## config.mk

```make
export PLATFORM = sky130hd
export DESIGN_NAME = txc_consumer
export DESIGN_NICKNAME = d
export VERILOG_FILES = /design/src/rtl/txc_pkg.sv /design/src/rtl/txc_ring_ptr.sv /design/src/rtl/txc_pkt_acc.sv /design/src/rtl/txc_consumer.sv
export SDC_FILE = /design/constraint.sdc
export NUM_CORES = 1
export LEC_CHECK = 0
export ABC_CLOCK_PERIOD_IN_PS = 2940
export BUFFER_PORTS_ARGS = -buffer_cell sky130_fd_sc_hd__clkbuf_2
export CORE_UTILIZATION = 47
export DETAILED_ROUTE_END_ITERATION = 7
export HOLD_SLACK_MARGIN = 0.05
export PLACE_DENSITY = 0.78
export RECOVER_POWER = 50
export SLEW_MARGIN = 10
export SYNTH_ARGS = -nofsm -noshare
export SYNTH_HDL_FRONTEND = slang
export SYNTH_HIERARCHICAL = 1
export SYNTH_SLANG_ARGS = --single-unit
export TNS_END_PERCENT = 50
```

## constraint.sdc

```tcl
create_clock -name clk -period 2.94 [get_ports clk]
set_clock_uncertainty 0.15 [all_clocks]
set_input_delay 0.588 -clock clk [delete_from_list [all_inputs] [get_ports clk]]
set_output_delay 0.588 -clock clk [all_outputs]
set_load 0.05 [all_outputs]
```

## src/rtl/txc_pkg.sv

```systemverilog
package txc_pkg;
   // descriptor word layout
   localparam int DLEN_W   = 14;
   localparam int D_GEN    = 14;
   localparam int D_EOP    = 15;
   localparam int D_CQ     = 16;
   localparam int DESC_W   = 17;
   localparam int CMP_W    = 128;
   localparam int CIDX_W   = 12;
   localparam int MAX_BUF  = 16384;

   localparam logic [31:0] ERR_NO_END  = 32'h8000_0000;
   localparam logic [31:0] ERR_TOO_BIG = 32'h8000_0002;
   localparam logic [6:0]  CTYPE_TX    = 7'd0;

   typedef enum logic [1:0] {
      ST_IDLE,
      ST_FETCH,
      ST_HALT
   } txc_state_e;

   typedef struct packed {
      logic              cq;
      logic              eop;
      logic              gen;
      logic [DLEN_W-1:0] len;
   } txc_desc_t;

   function automatic txc_desc_t txc_decode(input logic [DESC_W-1:0] w);
      txc_desc_t d;
      d.len = w[DLEN_W-1:0];
      d.gen = w[D_GEN];
      d.eop = w[D_EOP];
      d.cq  = w[D_CQ];
      return d;
   endfunction

   function automatic logic [CMP_W-1:0] txc_cmp_rec(input logic [CIDX_W-1:0] idx,
                                                    input logic gen);
      return {gen, CTYPE_TX, 24'd0, 64'd0, 20'd0, idx};
   endfunction
endpackage

```

## src/rtl/txc_ring_ptr.sv

```systemverilog
module txc_ring_ptr #(
   parameter int IDX_W  = 12,
   parameter int SIZE_W = IDX_W + 1
) (
   input  logic              clk,
   input  logic              rst_n,
   input  logic              adv,
   input  logic [SIZE_W-1:0] size,
   output logic [IDX_W-1:0]  idx,
   output logic              gen
);
   logic at_last;

   assign at_last = ({1'b0, idx} == (size - SIZE_W'(1)));

   always_ff @(posedge clk) begin
      if (!rst_n) begin
         idx <= '0;
         gen <= 1'b1;
      end else if (adv) begin
         if (at_last) begin
            idx <= '0;
            gen <= ~gen;
         end else begin
            idx <= idx + IDX_W'(1);
         end
      end
   end
endmodule

```

## src/rtl/txc_pkt_acc.sv

```systemverilog
module txc_pkt_acc import txc_pkg::*; #(
   parameter int IDX_W       = 12,
   parameter int CNT_W       = 5,
   parameter int TOT_W       = 19,
   parameter bit ZERO_IS_MAX = 1'b1
) (
   input  logic              clk,
   input  logic              rst_n,
   input  logic              add,
   input  logic              clr,
   input  logic [IDX_W-1:0]  idx_in,
   input  logic [DLEN_W-1:0] len_in,
   output logic [CNT_W-1:0]  nxt_cnt,
   output logic [TOT_W-1:0]  nxt_total,
   output logic [IDX_W-1:0]  start_sel,
   output logic              open
);
   logic [CNT_W-1:0] cnt;
   logic [TOT_W-1:0] total;
   logic [IDX_W-1:0] start;
   logic [TOT_W-1:0] eff;

   generate
      if (ZERO_IS_MAX) begin : g_zero_max
         assign eff = (len_in == '0) ? TOT_W'(MAX_BUF) : TOT_W'(len_in);
      end else begin : g_zero_raw
         assign eff = TOT_W'(len_in);
      end
   endgenerate

   assign nxt_cnt   = cnt + CNT_W'(1);
   assign nxt_total = total + eff;
   assign start_sel = (cnt == '0) ? idx_in : start;
   assign open      = (cnt != '0);

   always_ff @(posedge clk) begin
      if (!rst_n || clr) begin
         cnt   <= '0;
         total <= '0;
         start <= '0;
      end else if (add) begin
         cnt   <= nxt_cnt;
         total <= nxt_total;
         start <= start_sel;
      end
   end
endmodule

```

## src/rtl/txc_consumer.sv

```systemverilog
module txc_consumer import txc_pkg::*; #(
   parameter int  MAX_RING    = 4096,
   parameter int  MAX_DESC    = 16,
   parameter bit  ZERO_IS_MAX = 1'b1,
   localparam int IDX_W       = $clog2(MAX_RING),
   localparam int SIZE_W      = IDX_W + 1,
   localparam int CNT_W       = $clog2(MAX_DESC + 1),
   localparam int TOT_W       = DLEN_W + 1 + $clog2(MAX_DESC)
) (
   input  logic              clk,
   input  logic              rst_n,
   input  logic [SIZE_W-1:0] tx_ring_size,
   input  logic [SIZE_W-1:0] cmp_ring_size,
   input  logic              prod_we,
   input  logic [IDX_W-1:0]  prod_idx,
   output logic              rd_en,
   output logic [IDX_W-1:0]  rd_addr,
   input  logic [DESC_W-1:0] rd_data,
   output logic              pkt_valid,
   output logic [IDX_W-1:0]  pkt_start,
   output logic [CNT_W-1:0]  pkt_cnt,
   output logic [TOT_W-1:0]  pkt_len,
   output logic              cmp_we,
   output logic [IDX_W-1:0]  cmp_addr,
   output logic [CMP_W-1:0]  cmp_data,
   output logic              q_stopped,
   output logic [31:0]       q_err
);
   generate
      if (MAX_RING < 32 || MAX_RING > 4096 || (MAX_RING % 32) != 0) begin : g_bad_ring
         $error("MAX_RING must be a multiple of 32 between 32 and 4096");
      end
      if (MAX_DESC < 2 || MAX_DESC > MAX_RING) begin : g_bad_desc
         $error("MAX_DESC must lie between 2 and MAX_RING");
      end
      if (IDX_W > CIDX_W) begin : g_bad_idx
         $error("slot index does not fit the completion index field");
      end
   endgenerate

   txc_state_e       state, state_nxt;
   logic [IDX_W-1:0] prod_q;
   logic [IDX_W-1:0] cons_idx, cmp_idx;
   logic             cons_gen, cmp_gen;
   txc_desc_t        d;
   logic             in_eval, owned, accept, done, err_big, err_noeop;
   logic             cons_adv, acc_add, cmp_adv;
   logic [CNT_W-1:0] nxt_cnt;
   logic [TOT_W-1:0] nxt_total;
   logic [IDX_W-1:0] start_sel;
   logic             open;

   always_comb begin
      d         = txc_decode(rd_data);
      rd_en     = (state == ST_IDLE) && (cons_idx != prod_q);
      rd_addr   = cons_idx;
      in_eval   = (state == ST_FETCH);
      owned     = (d.gen == cons_gen);
      accept    = in_eval && owned;
      err_noeop = in_eval && !owned && open;
      done      = accept && d.eop;
      err_big   = accept && !d.eop && (nxt_cnt == CNT_W'(MAX_DESC));
      cons_adv  = accept && !err_big;
      acc_add   = accept && !d.eop && !err_big;
      cmp_adv   = done && d.cq;
      q_stopped = (state == ST_HALT);
   end

   always_comb begin
      state_nxt = state;
      unique case (state)
         ST_IDLE:  if (rd_en) state_nxt = ST_FETCH;
         ST_FETCH: state_nxt = (err_big || err_noeop) ? ST_HALT : ST_IDLE;
         default:  state_nxt = ST_HALT;
      endcase
   end

   txc_ring_ptr #(.IDX_W(IDX_W), .SIZE_W(SIZE_W)) u_cons_ptr (
      .clk(clk), .rst_n(rst_n), .adv(cons_adv), .size(tx_ring_size),
      .idx(cons_idx), .gen(cons_gen)
   );

   txc_ring_ptr #(.IDX_W(IDX_W), .SIZE_W(SIZE_W)) u_cmp_ptr (
      .clk(clk), .rst_n(rst_n), .adv(cmp_adv), .size(cmp_ring_size),
      .idx(cmp_idx), .gen(cmp_gen)
   );

   txc_pkt_acc #(.IDX_W(IDX_W), .CNT_W(CNT_W), .TOT_W(TOT_W),
                 .ZERO_IS_MAX(ZERO_IS_MAX)) u_acc (
      .clk(clk), .rst_n(rst_n), .add(acc_add), .clr(done),
      .idx_in(cons_idx), .len_in(d.len),
      .nxt_cnt(nxt_cnt), .nxt_total(nxt_total), .start_sel(start_sel), .open(open)
   );

   always_ff @(posedge clk) begin
      if (!rst_n) begin
         state     <= ST_IDLE;
         prod_q    <= '0;
         q_err     <= '0;
         pkt_valid <= 1'b0;
         pkt_start <= '0;
         pkt_cnt   <= '0;
         pkt_len   <= '0;
         cmp_we    <= 1'b0;
         cmp_addr  <= '0;
         cmp_data  <= '0;
      end else begin
         state     <= state_nxt;
         pkt_valid <= done;
         cmp_we    <= cmp_adv;
         if (prod_we && state != ST_HALT) prod_q <= prod_idx;
         if (err_big)   q_err <= ERR_TOO_BIG;
         if (err_noeop) q_err <= ERR_NO_END;
         if (done) begin
            pkt_start <= start_sel;
            pkt_cnt   <= nxt_cnt;
            pkt_len   <= nxt_total;
         end
         if (cmp_adv) begin
            cmp_addr <= cmp_idx;
            cmp_data <= txc_cmp_rec(CIDX_W'(cons_idx), cmp_gen);
         end
      end
   end
endmodule

```

==> run metrics, run 1 <==
Max stage delay on crit path around 0.55 ns; Main synth FF type dfxtp_1; CTS Buf Count 17; DRC Markers 0; Fin. Hold Viols 0; Final nets 1,302; first-pass GRT wire length 33,000 um; mean post-synth cell area 8.27 um2; most frequent cells in the layout 145 x conb_1, 141 x dfxtp_1, 128 x nand2_1; WS Path Type input pin to flop; commonest non-fill, non-tap cell in the layout conb_1; max-slew violation count 0; vias between 7,000 and 8,000; routability cong. 0.891; Buf/Inv on CP 1; R2R Path Start u_acc/cnt[0]; Worst EP required 3.13 ns; worst-margin pin slew 1.13 ns; Compound-Gate Fraction of Synth Area 13.8%; HP Start prod_idx[10]; IO Count 282; worst hold path type input pin to flop; crit-path cells clkbuf_2 > or4_1 > nor4_1 > ha_1 > o21ai_0 > o32a_1 > o31ai_4 > nand3_1 > xnor2_1 > nand2_1 > a21boi_0; Worst path top cell family by delay simple AND/OR/NAND/NOR gates; # diodes 0; Congestion Overflow GR 0; post-route ant nets 0; adder-cell share of the synthesized area 3.18%; fraction of layout cells with a size suffix above 1 16.9%; async set or reset register ratio after synthesis 0%; GR Util All Layers 20.9%; pwr dens 512 nW/um2; Setup crit start rd_data[3]; post-placement cell count 1,432; post-synthesis simple-gate area fraction roughly 23%; TritonCTS Sinks 141; Final period util approximately 94%; WL/cell 14.0 um; Fill cells 1,729; effective utilization at floorplan 48.6%; Hold-fix buffers, CTS 0; worst reg2reg path endpoint u_cons_ptr/idx[8]; Worst Path Max Fanout 5; number of flops mapped to enable cells by yosys 0; run status finished, final reports clean; synth-to-layout area growth 12.3%; vias per cell 5.01; Slew HR 25.0%; reg2reg setup slack 0.24 ns; row count 49; Clock Tree Buf Depth 2; largest family of logic cells by synthesized area simple AND/OR/NAND/NOR gates; hold path depth 3; DP HPWL 14,800 um; area of the core 18,300 um2; post-synthesis xor/xnor area fraction 7.28%; register bit total from synthesis 141; Period minus WS final 2.75 ns; vias in the first global route 6,754; leakage power 4.18 nW; root buf cell clkbuf_16; multi-input combinational cell area about 5000 um2; VDD IR max 0.402 mV; Die Span Y approximately 140 um; Die X 140 um; unrepaired setup endpoints after global routing false; CP endpoint kind flop; Synth Warn # 6; mux contribution to synthesized area 4.11%; Worst-Skew Late Latency approximately 0.42 ns; CTS clk-pin slew, worst paths approximately 0.060 ns; hold endpoint prod_q[10]; Max Cap Violations 0; fmax 364 MHz; largest net degree at the start of global routing 117; Worst path slowest cell or4_1; PortBufs ~140; # setup viols final 0; Initial DRC Count 370; CP arrival 2.94 ns; setup TNS 0 ns; post-route non-filler standard cell count 1,464; Mapped Area 8890 um2; drt total wl a little over 20,000 um; Netlist cell types 85; CP Launch Type input pin; htree depth 4; WHS roughly 0.29 ns; initial antenna violation count 0; TritonCTS clock tree done; FF/Latch Area 2820 um2; Seq/Total Area, Yosys 31.8%; synthesized netlist cell count 1,074; reg2reg path depth 12; power consumption 0.00511 W; DR pass1 iterations 5; Die Area ~19,000 um2
## tightest hold or removal path, cell delays in order
cell and delay (ns):
clkbuf_2 0.08, mux2i_1 0.05, nor2b_1 0.09
## routing by layer
metal  up-vias  track usage (%)  share of wire, %
met5         -                0                 0
met4         0             6.49               1.4
met3        21             3.92               4.7
met2       226             35.0                47
met1      3427             27.1                47
li1       3661                -                 -
## how the worst max path moves through the flow
stage | depth (start not counted) | end
floorplan | 8 | u_cons_ptr/idx[2]
global placement | 11 | pkt_len[18]
detailed placement | 9 | u_cons_ptr/idx[9]
CTS | 10 | u_acc/total[18]
global route | 11 | pkt_len[18]
finish | 11 | pkt_len[18]
## cells in the mapped netlist, drive strengths merged (24+ instances only)
master | count | area, um2
a21oi | 24 | 120
a21boi | 41 | 308
xor2 | 32 | 280
xnor2 | 41 | 367
clkbuf | 33 | 126
nand2 | 128 | 480
nor2 | 74 | 280
nor3 | 27 | 135
buf | 174 | 1250
nor2b | 30 | 193
dfxtp | 141 | 2820
nand3 | 45 | 238
o21ai | 44 | 228
## what timing repair did
item | CTS | global route
buffers inserted | 0 | 0
resized for setup | 0 | 5
setup endpoints to repair | 0 | 15
## sequential cells by signal (all words and copies together) (netlist names)
signal and flops:
q_err 2, u_cmp_ptr/gen 1, u_cons_ptr/gen 1, u_acc/total 19, cmp_addr 12, pkt_cnt 5, u_cmp_ptr/idx 12, u_cons_ptr/idx 12
pkt_start 12, state 2, u_acc/cnt 5, u_acc/start 12, cmp_data 13, pkt_len 19, prod_q 12, cmp_we 1
pkt_valid 1
## metrics by stage
stage               worst slack [ns]  instance area [um2]  util, %
floorplan                    0.00121                 9430        -
global placement              -0.150                 9480     51.9
detailed placement            -0.202                 9480     51.9
CTS                            0.104                10100     55.1
global route                  0.0217                 9980     54.6
finish                         0.189                 9980     54.6
## layout make-up
| cell class | count | share of cell area [%] |
|---|---|---|
| multi-input combinational | 846 | 51.5 |
| tap | 229 | 2.87 |
| timing repair buffer | 193 | 10.6 |
| clock inverter | 14 | 1.58 |
| inverter | 23 | 0.865 |
| sequential | 141 | 28.3 |
| clock buffer | 18 | 4.30 |
## kinds of logic after synthesis
| family | Yosys count |
|---|---|
| simple gates | 405 |
| compound gates | 166 |
| buf+inv | 231 |
| flops | 141 |
| other cells | 1 |
| mux | 35 |
| xor+xnor | 73 |
| fa+ha+maj | 22 |
## power by group
part           switching (W)  internal, W
sequential         0.0000314      0.00195
clock               0.000890      0.00127
combinational       0.000741     0.000225
total                0.00166      0.00345
Power figures use the tool's default switching activity.
==> run 2, diff against run 1 <==
- BUFFER_PORTS_ARGS: -buffer_cell sky130_fd_sc_hd__clkbuf_2 -> default
- CORE_UTILIZATION: 47 -> 40
- DONT_BUFFER_PORTS: default -> 1
- PLACE_DENSITY: 0.78 -> default
==> run metrics, run 2 (synthesized netlist as in run 1, its figures left out) <==
run status finished, final reports clean; unrepaired setup endpoints after global routing false; vias per cell 4.92 (-1.9%); CP Launch Type flop; vias in the first global route 6,098 (-9.7%); VDD IR max 0.335 mV (-17%); synth-to-layout area growth 4.62%; DR pass1 iterations 4 (-1); Die X 151 um (+8.3%); Final nets 1,154 (-11%); pwr dens 534 nW/um2 (+4.4%); WHS 0.127 ns (-0.160 ns); vias 6,725 (-8.3%); commonest non-fill, non-tap cell in the layout conb_1; DP HPWL 14,800 um (about the same); worst hold path type input pin to flop; CP arrival 2.03 ns (-0.91 ns); most frequent cells in the layout 145 x conb_1, 140 x dfxtp_1, 128 x nand2_1; largest net degree at the start of global routing 119 (+1.7%); CTS Buf Count 17 (unchanged); Fin. Hold Viols 0 (unchanged); Final period util 94.2% (+0.65 points); TritonCTS Sinks 141 (unchanged); fmax 361 MHz (-0.70%); area of the core 21,800 um2 (+19%); Clock Tree Buf Depth 2 (unchanged); Die Span Y 151 um (+8.3%); initial antenna violation count 0 (unchanged); # setup viols final 0 (unchanged); Initial DRC Count 211 (-43%); Worst EP required 2.20 ns (-0.93 ns); max-slew violation count 0 (unchanged); Fill cells 2,206 (+28%); Die Area 22,800 um2 (+17%); PortBufs 0 (-100%); effective utilization at floorplan 40.7% (-7.9 points); power consumption 0.00497 W (-2.8%); Congestion Overflow GR 0 (unchanged); final setup margin 0.170 ns (-0.0193 ns); postcts setup bufs 0 (unchanged); Worst-Skew Late Latency 0.42 ns (about the same); leakage power 3.73 nW (-11%); first-pass GRT wire length 32,400 um (-2.0%); DRC Markers 0 (unchanged); TritonCTS clock tree done; Period minus WS final 2.77 ns (+0.0193 ns); worst-margin pin slew 1.02 ns (-0.101 ns); Post-DP Area 8730 um2 (-7.9%); Worst Path Max Fanout 9 (+4); design area 9300 um2 (-6.9%); IO Count 282 (unchanged); CP endpoint kind primary output; root buf cell clkbuf_16; Slew HR 31.7% (+6.7 points); WL/cell 15.0 um (+7.4%); largest registers pkt_len: 19 flops, u_acc/total: 19 flops, cmp_data: 13 flops; fraction of layout cells with a size suffix above 1 11.2% (-5.7 points); CTS clk-pin slew, worst paths 0.07 ns (about the same); routability cong. 0.886 (-0.56%); setup TNS 0 ns (unchanged); WS Path Type flop to primary output; htree depth 4 (unchanged); GR Util All Layers 18.3% (-2.6 points); DP Worst Slack -0.152 ns (+0.0495 ns); row count 54 (+10%); post-route ant nets 0 (unchanged); Max Cap Violations 0 (unchanged); drt total wl 20,500 um (+0.36%)
==> run 2: cell count changes in the layout (fill, tap and decap cells not counted), sizes merged <==
cell and change:
diode +1, clkinv +4, clkinvlp -4, inv +3
clkbuf -128, buf -21, bufinv -2
==> run 2: final cells by class <==
cell class | instances | area, um2 | area share, %
Timing Repair Buffer | 45 | 299 | 3.22
Antenna cell | 1 | 2.50 | 0.0269
Clock buffer | 17 | 425 | 4.58
Tap cell | 280 | 350 | 3.77
Sequential cell | 141 | 2820 | 30.4
Multi-Input combinational cell | 846 | 5140 | 55.3
Inverter | 23 | 86.3 | 0.929
Clock inverter | 15 | 168 | 1.80
==> run 2: per-layer routing <==
layer  track usage [%]  up-vias  routed length [um]  share of wire (%)
li1                  -     3372                   -                  -
met5                 0        -                   0                  0
met4              5.35        0                 277                1.4
met2              29.7      193                9640                 47
met1              24.0     3141                9460                 46
met3              4.16       19                1120                5.4
==> run 2: timing repair <==
action	CTS	global route
hold buffers	0	0
resized for setup	0	5
endpoints found under the setup margin	0	20
==> run 2: final timing paths <==
path / from / to / slack, ns / depth (start not counted)
max: u_cons_ptr/idx[10] / rd_en / 0.17 / 5
min: rst_n / u_cmp_ptr/gen / 0.13 / 1
max reg2reg: u_acc/cnt[1] / u_cons_ptr/idx[8] / 0.23 / 12
min reg2reg: u_acc/start[6] / u_acc/start[6] / 0.33 / 2
==> run 2: worst max-delay path: stages, from the launching register on <==
cell     delay (ns)
dfxtp_1        0.68
xnor2_1        0.19
nand4_1        0.12
nor3_1         0.29
nor3_1         0.12
buf_4          0.21
==> run 2: per-stage QoR <==
stage	util [%]	cells
2_1_floorplan	-	1218
3_3_place_gp	40.0	1335
3_5_place_dp	40.0	1335
4_1_cts	42.7	1367
5_1_grt	42.6	1367
6_report	42.6	1368
==> run 2: report_power, final <==
group	switching (W)	total (W)	internal (W)
Sequential	0.0000665	0.00202	0.00195
Clock	0.000996	0.00214	0.00114
Combinational	0.000638	0.000810	0.000172
